## config.mk

```make
export PLATFORM = sky130hd
export DESIGN_NAME = dsm_crfb5
export DESIGN_NICKNAME = d
export VERILOG_FILES = /design/src/rtl/dsm_pkg.sv /design/src/rtl/dsm_lfsr.sv /design/src/rtl/dsm_loop.sv /design/src/rtl/dsm_crfb5.sv
export SDC_FILE = /design/constraint.sdc
export NUM_CORES = 2
export LEC_CHECK = 0
export BUFFER_PORTS_ARGS = -buffer_cell sky130_fd_sc_hd__buf_2
export CORE_MARGIN = 3
export CORE_UTILIZATION = 55
export CTS_CLUSTER_DIAMETER = 30
export CTS_CLUSTER_SIZE = 8
export DETAILED_ROUTE_END_ITERATION = 7
export HOLD_SLACK_MARGIN = 0.1
export PLACE_DENSITY = 0.71
export SYNTH_ARGS = -nofsm -noshare
export SYNTH_HDL_FRONTEND = slang
export SYNTH_SLANG_ARGS = --single-unit
```

## constraint.sdc

```tcl
create_clock -name clk -period 26.8 [get_ports clk]
set_input_delay 1.34 -clock clk [delete_from_list [all_inputs] [get_ports clk]]
set_output_delay 1.34 -clock clk [all_outputs]
set_load 0.005 [all_outputs]
```

## src/rtl/dsm_pkg.sv

```systemverilog
package dsm_pkg;

  typedef logic signed [63:0] acc_t;

  // one coefficient: three digits {code[1:0], 1'b0, shift[4:0]}
  function automatic acc_t csd_mul(input acc_t x, input logic [23:0] coef);
    acc_t r;
    logic [7:0] d;
    r = '0;
    for (int i = 0; i < 3; i++) begin
      d = coef[8*i +: 8];
      if (d[7:6] == 2'b01)      r = r + (x >>> d[4:0]);
      else if (d[7:6] == 2'b11) r = r - (x >>> d[4:0]);
    end
    return r;
  endfunction

  function automatic acc_t clamp(input acc_t v, input acc_t lim);
    if (v > lim)  return lim;
    if (v < -lim) return -lim;
    return v;
  endfunction

endpackage

```

## src/rtl/dsm_lfsr.sv

```systemverilog
module dsm_lfsr #(
  parameter logic [31:0] SEED = 32'hACE1_2468
) (
  input  logic        clk,
  input  logic        rst,
  input  logic        adv,
  output logic [31:0] state
);
  logic fb_bit;

  assign fb_bit = state[31] ^ state[21] ^ state[1] ^ state[0];

  always_ff @(posedge clk) begin
    if (rst)      state <= SEED;
    else if (adv) state <= {state[30:0], fb_bit};
  end

  assert_lfsr_live_R6: assert property (@(posedge clk) disable iff (rst)
    state != 32'd0);
  assert_lfsr_hold_R8: assert property (@(posedge clk) disable iff (rst)
    !adv |=> $stable(state));

endmodule

```

## src/rtl/dsm_loop.sv

```systemverilog
module dsm_loop
  import dsm_pkg::*;
#(
  parameter int          IN_W    = 24,
  parameter int          ST_W    = 30,
  parameter int          DW      = 4,
  parameter acc_t        SAT_LIM = 64'sd268435456,
  parameter logic [23:0] CB  = 24'h000043,
  parameter logic [23:0] CA1 = 24'h000043,
  parameter logic [23:0] CA2 = 24'h000045,
  parameter logic [23:0] CA3 = 24'h000046,
  parameter logic [23:0] CA4 = 24'h000047,
  parameter logic [23:0] CA5 = 24'h000048,
  parameter logic [23:0] CC1 = 24'h00C240,
  parameter logic [23:0] CC2 = 24'h000041,
  parameter logic [23:0] CC3 = 24'h000041,
  parameter logic [23:0] CC4 = 24'h0043C1,
  parameter logic [23:0] CG1 = 24'h000048,
  parameter logic [23:0] CG2 = 24'h000049
) (
  input  logic                   clk,
  input  logic                   rst,
  input  logic                   strobe,
  input  logic signed [IN_W-1:0] u,
  input  logic signed [DW-1:0]   dith,
  output logic                   bit_q
);
  localparam int   NST = 5;
  localparam acc_t FS  = acc_t'(64'sd1 <<< (IN_W - 1));

  logic [NST-1:0][ST_W-1:0] st;
  acc_t xs [NST];
  acc_t nx [NST];
  acc_t uu, dv, fb, qsum;
  logic q;

  always_comb begin
    for (int k = 0; k < NST; k++) xs[k] = acc_t'($signed(st[k]));
    uu   = acc_t'(u);
    dv   = acc_t'(dith);
    qsum = xs[4] + dv;
    q    = !qsum[63];
    fb   = q ? FS : -FS;
    nx[0] = clamp(xs[0] + csd_mul(uu, CB) - csd_mul(fb, CA1), SAT_LIM);
    nx[1] = clamp(xs[1] + csd_mul(xs[0], CC1) - csd_mul(xs[2], CG1)
                  - csd_mul(fb, CA2), SAT_LIM);
    nx[2] = clamp(xs[2] + csd_mul(nx[1], CC2) - csd_mul(fb, CA3), SAT_LIM);
    nx[3] = clamp(xs[3] + csd_mul(xs[2], CC3) - csd_mul(xs[4], CG2)
                  - csd_mul(fb, CA4), SAT_LIM);
    nx[4] = clamp(xs[4] + csd_mul(nx[3], CC4) - csd_mul(fb, CA5), SAT_LIM);
  end

  always_ff @(posedge clk) begin
    if (rst) begin
      st    <= '0;
      bit_q <= 1'b0;
    end else if (strobe) begin
      for (int k = 0; k < NST; k++) st[k] <= nx[k][ST_W-1:0];
      bit_q <= q;
    end
  end

  generate
    for (genvar k = 0; k < NST; k++) begin : g_chk
      assert_no_overflow_R3: assert property (@(posedge clk) disable iff (rst)
        (xs[k] <= SAT_LIM) && (xs[k] >= -SAT_LIM));
    end
  endgenerate

  assert_decision_R2: assert property (@(posedge clk) disable iff (rst)
    strobe |=> (bit_q == $past(q)));
  assert_state_hold_R8: assert property (@(posedge clk) disable iff (rst)
    !strobe |=> ($stable(st) && $stable(bit_q)));

endmodule

```

## src/rtl/dsm_crfb5.sv

```systemverilog
module dsm_crfb5
  import dsm_pkg::*;
#(
  parameter int          IN_W    = 24,
  parameter int          ST_W    = 30,
  parameter int          DW      = 4,
  parameter acc_t        SAT_LIM = 64'sd268435456,
  parameter logic [31:0] SEED    = 32'hACE1_2468
) (
  input  logic            clk,
  input  logic            rst,
  input  logic            smp_stb,
  input  logic [IN_W-1:0] pcm_l,
  input  logic [IN_W-1:0] pcm_r,
  output logic            dsd_l,
  output logic            dsd_r,
  output logic            dsd_vld
);
  localparam int NCH       = 2;
  localparam int DITH_STEP = 16;

  logic [31:0]         lfsr;
  logic [NCH-1:0][IN_W-1:0] pcm;
  logic [NCH-1:0]      bits;

  assign pcm[0] = pcm_l;
  assign pcm[1] = pcm_r;

  dsm_lfsr #(.SEED(SEED)) u_lfsr (
    .clk(clk), .rst(rst), .adv(smp_stb), .state(lfsr)
  );

  generate
    for (genvar c = 0; c < NCH; c++) begin : g_ch
      dsm_loop #(
        .IN_W(IN_W), .ST_W(ST_W), .DW(DW), .SAT_LIM(SAT_LIM)
      ) u_loop (
        .clk(clk), .rst(rst), .strobe(smp_stb),
        .u($signed(pcm[c])),
        .dith($signed(lfsr[DITH_STEP*c +: DW])),
        .bit_q(bits[c])
      );
    end
  endgenerate

  always_ff @(posedge clk) begin
    if (rst) dsd_vld <= 1'b0;
    else     dsd_vld <= smp_stb;
  end

  assign dsd_l = bits[0];
  assign dsd_r = bits[1];

  assert_reset_quiet_R1: assert property (@(posedge clk)
    rst |=> (!dsd_vld && !dsd_l && !dsd_r));
  assert_valid_follows_R10: assert property (@(posedge clk) disable iff (rst)
    smp_stb |=> dsd_vld);
  assert_valid_only_R10: assert property (@(posedge clk) disable iff (rst)
    !smp_stb |=> !dsd_vld);

endmodule

```

==> results.py <==
metrics = {
    "status": {
        "status": "completed",
    },
    "critical_path": {
        "critPathMostFrequentCell": "o21ai_0",
        "path_max_fanout": 28,
        "cp_slowest_stage_delay_ns": 0.97,
        "cp_data_required_time_ns": 27.36,
        "crit_type": "reg -> reg",
        "cp_slowest_cell": "nor2_1",
        "crit_arrival_ns": 16.43,
        "critPathLaunchType": "flip-flop",
        "worstSetupEndpointType": "flip-flop",
    },
    "clock_tree": {
        "ctsResizeCount": 0,
        "clockBufferDepth": 3,
        "clock_latency_ns": 0.66,
        "cts_made_buffers": 96,
        "cts_setup_buffers": 0,
        "cts_root_buf": "clkbuf_16",
        "hold_buffers": 0,
        "clk_pin_slew_worst_paths_ns": 0.04,
        "clock-sinks": 335,
        "htree_levels": 3,
        "cts_tree": "yes",
    },
    "routing": {
        "wl_per_cell_um": 18.0,
        "route.detailed.drc": 0,
        "wirelength_um": 172000,
        "vias_per_cell": 5.98,
        "via_count": 57000,
        "dr.pass1.iters": 8,
        "drtIter0Drc": 4567,
        "ant_nets": 0,
    },
    "final_layout": {
        "ff_latch_area_um2": 6710,
        "num_antenna_cells": 0,
        "layout_commonest_cell": "inv_1",
        "layout_common_cells": "1440 x inv_1, 734 x ha_1, 545 x a21oi_1, 486 x nand2_1, 478 x fa_1",
        "drive_gt1_share_pct": 5.31,
        "nFillCells": 10100,
        "multiInputGateArea_um2": 48400,
        "finalNetCount": 9218,
        "syn_to_final_growth_pct": 8.08,
    },
    "timing": {
        "setup_violations": 0,
        "holdWs_ns": 0.456,
        "tightest_slew_ns": 1.15,
        "fin_crit_sh_pct": 59.2,
        "rsz0062_at_grt": "false",
        "relSlewSlack_pct": 22.8,
        "max_freq_mhz": 63.0,
        "hold_viol_final": 0,
        "drv_slew": 0,
        "tns_ns": 0,
        "setup_slack_ns": 10.93,
        "clock_skew_ns": 0.0351,
        "layout_min_cycle_time_ns": 15.87,
    },
    "floorplanning": {
        "start_util_pct": 55.6,
        "die_h_um": 341,
        "dieArea_um2": 116000,
        "die_w_um": 341,
        "io_pins": 54,
        "coreArea_um2": 111000,
        "placementRows": 122,
    },
    "synth": {
        "synth-seq-cells": 335,
        "yosysUniqueCellTypes": 94,
        "synth-main-ff-cell": "dfxtp_1",
        "syn_inst": 8055,
        "ys_warn_count": 0,
        "synth_edf_count": 0,
        "ys_async_sr_fraction_pct": 0,
        "postSynthAreaPerCell_um2": 7.64,
        "ys_seq_area_share_pct": 10.9,
        "syn_area_um2": 61600,
        "synth_nets": 9318,
    },
    "grt": {
        "gr-usage-all-layers_pct": 29.0,
        "antenna_found_initial": 2,
        "grt-busiest-layer": "met2",
        "grt_max_degree": 83,
        "met3_usage_pct": 3.45,
        "globalRouteMet1Util_pct": 41.8,
        "grt_pass1_vias": 54500,
        "overflow": 0,
        "use_met2_pct": 46.0,
        "grt_pass1_wl_um": 282000,
    },
    "job": {
        "drv_cap": 0,
    },
    "worst_hold_path": {
        "hold_class": "reg -> reg",
    },
    "placed_design": {
        "gp_congestion": 0.968,
        "io_buffers": 47,
        "hpwl_um": 135000,
        "pre_cts_ws_ns": 11.39,
    },
}
cells in the mapped netlist, types with 37 or more instances:
cell | n | area share, %
o31ai_1 | 62 | 0.76
xnor2_1 | 236 | 3.4
o31a_1 | 46 | 0.65
nor3_1 | 193 | 1.6
a21oi_1 | 545 | 4.4
dfxtp_1 | 335 | 11
nand3_1 | 166 | 1.3
and2_1 | 87 | 0.88
nand2_1 | 486 | 3.0
a31oi_1 | 74 | 0.75
or2_2 | 81 | 0.82
or3_1 | 76 | 0.77
o21a_1 | 85 | 1.0
fa_1 | 478 | 16
a22o_1 | 60 | 0.85
nor2_1 | 459 | 2.8
nand4_1 | 133 | 1.4
o21bai_1 | 85 | 1.0
ha_1 | 734 | 15
and3_1 | 74 | 0.75
o21ai_0 | 364 | 3.0
a211oi_1 | 71 | 0.87
clkbuf_1 | 261 | 1.6
inv_1 | 1444 | 8.8
nor4_1 | 58 | 0.59
o211ai_1 | 44 | 0.54
mux2i_1 | 37 | 0.60
a21o_1 | 262 | 3.2
nand2b_1 | 86 | 0.87
o32ai_1 | 44 | 0.63
nor2b_1 | 77 | 0.78
xor2_1 | 180 | 2.6
o22ai_1 | 88 | 0.89
path summary, 6_finish.rpt:
kind                                            start                    end  slack (ns)  depth (start not counted)
worst min register to register  g_ch[1].u_loop.st[60]  g_ch[1].u_loop.st[60]        0.46                          2
worst min-delay path            g_ch[1].u_loop.st[60]  g_ch[1].u_loop.st[60]        0.46                          2
worst max register to register   g_ch[1].u_loop.st[2]  g_ch[1].u_loop.st[75]       10.93                         52
worst max-delay path             g_ch[1].u_loop.st[2]  g_ch[1].u_loop.st[75]       10.93                         52
metrics by stage:
| stage | std cells | instance area (µm²) | util (%) |
|---|---|---|---|
| 6_report | 9525 | 66500 | 60.1 |
| 5_1_grt | 9525 | 66500 | 60.1 |
| 4_1_cts | 9525 | 66500 | 60.1 |
| 3_5_place_dp | 9345 | 63000 | 56.9 |
| 3_3_place_gp | 9345 | 63000 | 56.9 |
| 2_1_floorplan | 8055 | 61600 | - |
registers in the layout, indices dropped and copies added, names as in the netlist:
signal and count:
u_lfsr.state 32, g_ch.u_loop.st 300, dsd_vld 1, g_ch.u_loop.bit_q 2
cells by family after synthesis:
| family | synth area share [%] |
|---|---|
| DFF | 10.9 |
| xor gates and xnor gates | 5.92 |
| adders and majority gates | 30.5 |
| muxes | 0.601 |
| and+or+nand+nor | 17.5 |
| AOI/OAI and AO/OA | 23.9 |
| buffers and inverters | 10.7 |
routing by layer:
metal  wire, µm  vias up  part of all wire, %
li1           -    27800                    -
met3      10800      274                  6.3
met2      75800     1795                   44
met5         13        -               0.0076
met1      80700    27100                   47
met4       4380        2                  2.6
critical path, delay by kind of cell (launching register included):
| family | cells | cell delay (ns) |
|---|---|---|
| flip-flops | 1 | 0.33 |
| buffers and inverters | 5 | 0.75 |
| adder cells (fa/ha/maj) | 6 | 2.80 |
| AO/OA/AOI/OAI | 26 | 7.36 |
| AND/OR/NAND/NOR | 14 | 4.39 |
| XOR/XNOR | 1 | 0.11 |
final cells by class:
cell class | count | share of cell area (%)
Tap cell | 1488 | 2.80
Multi-Input combinational cell | 5975 | 72.7
Timing Repair Buffer | 101 | 0.970
Clock inverter | 61 | 1.32
Sequential cell | 335 | 10.1
Clock buffer | 119 | 3.94
Inverter | 1446 | 8.17
Power is not shown: default switching activity piles up to over one toggle a cycle in this logic, so the estimate is an artifact.
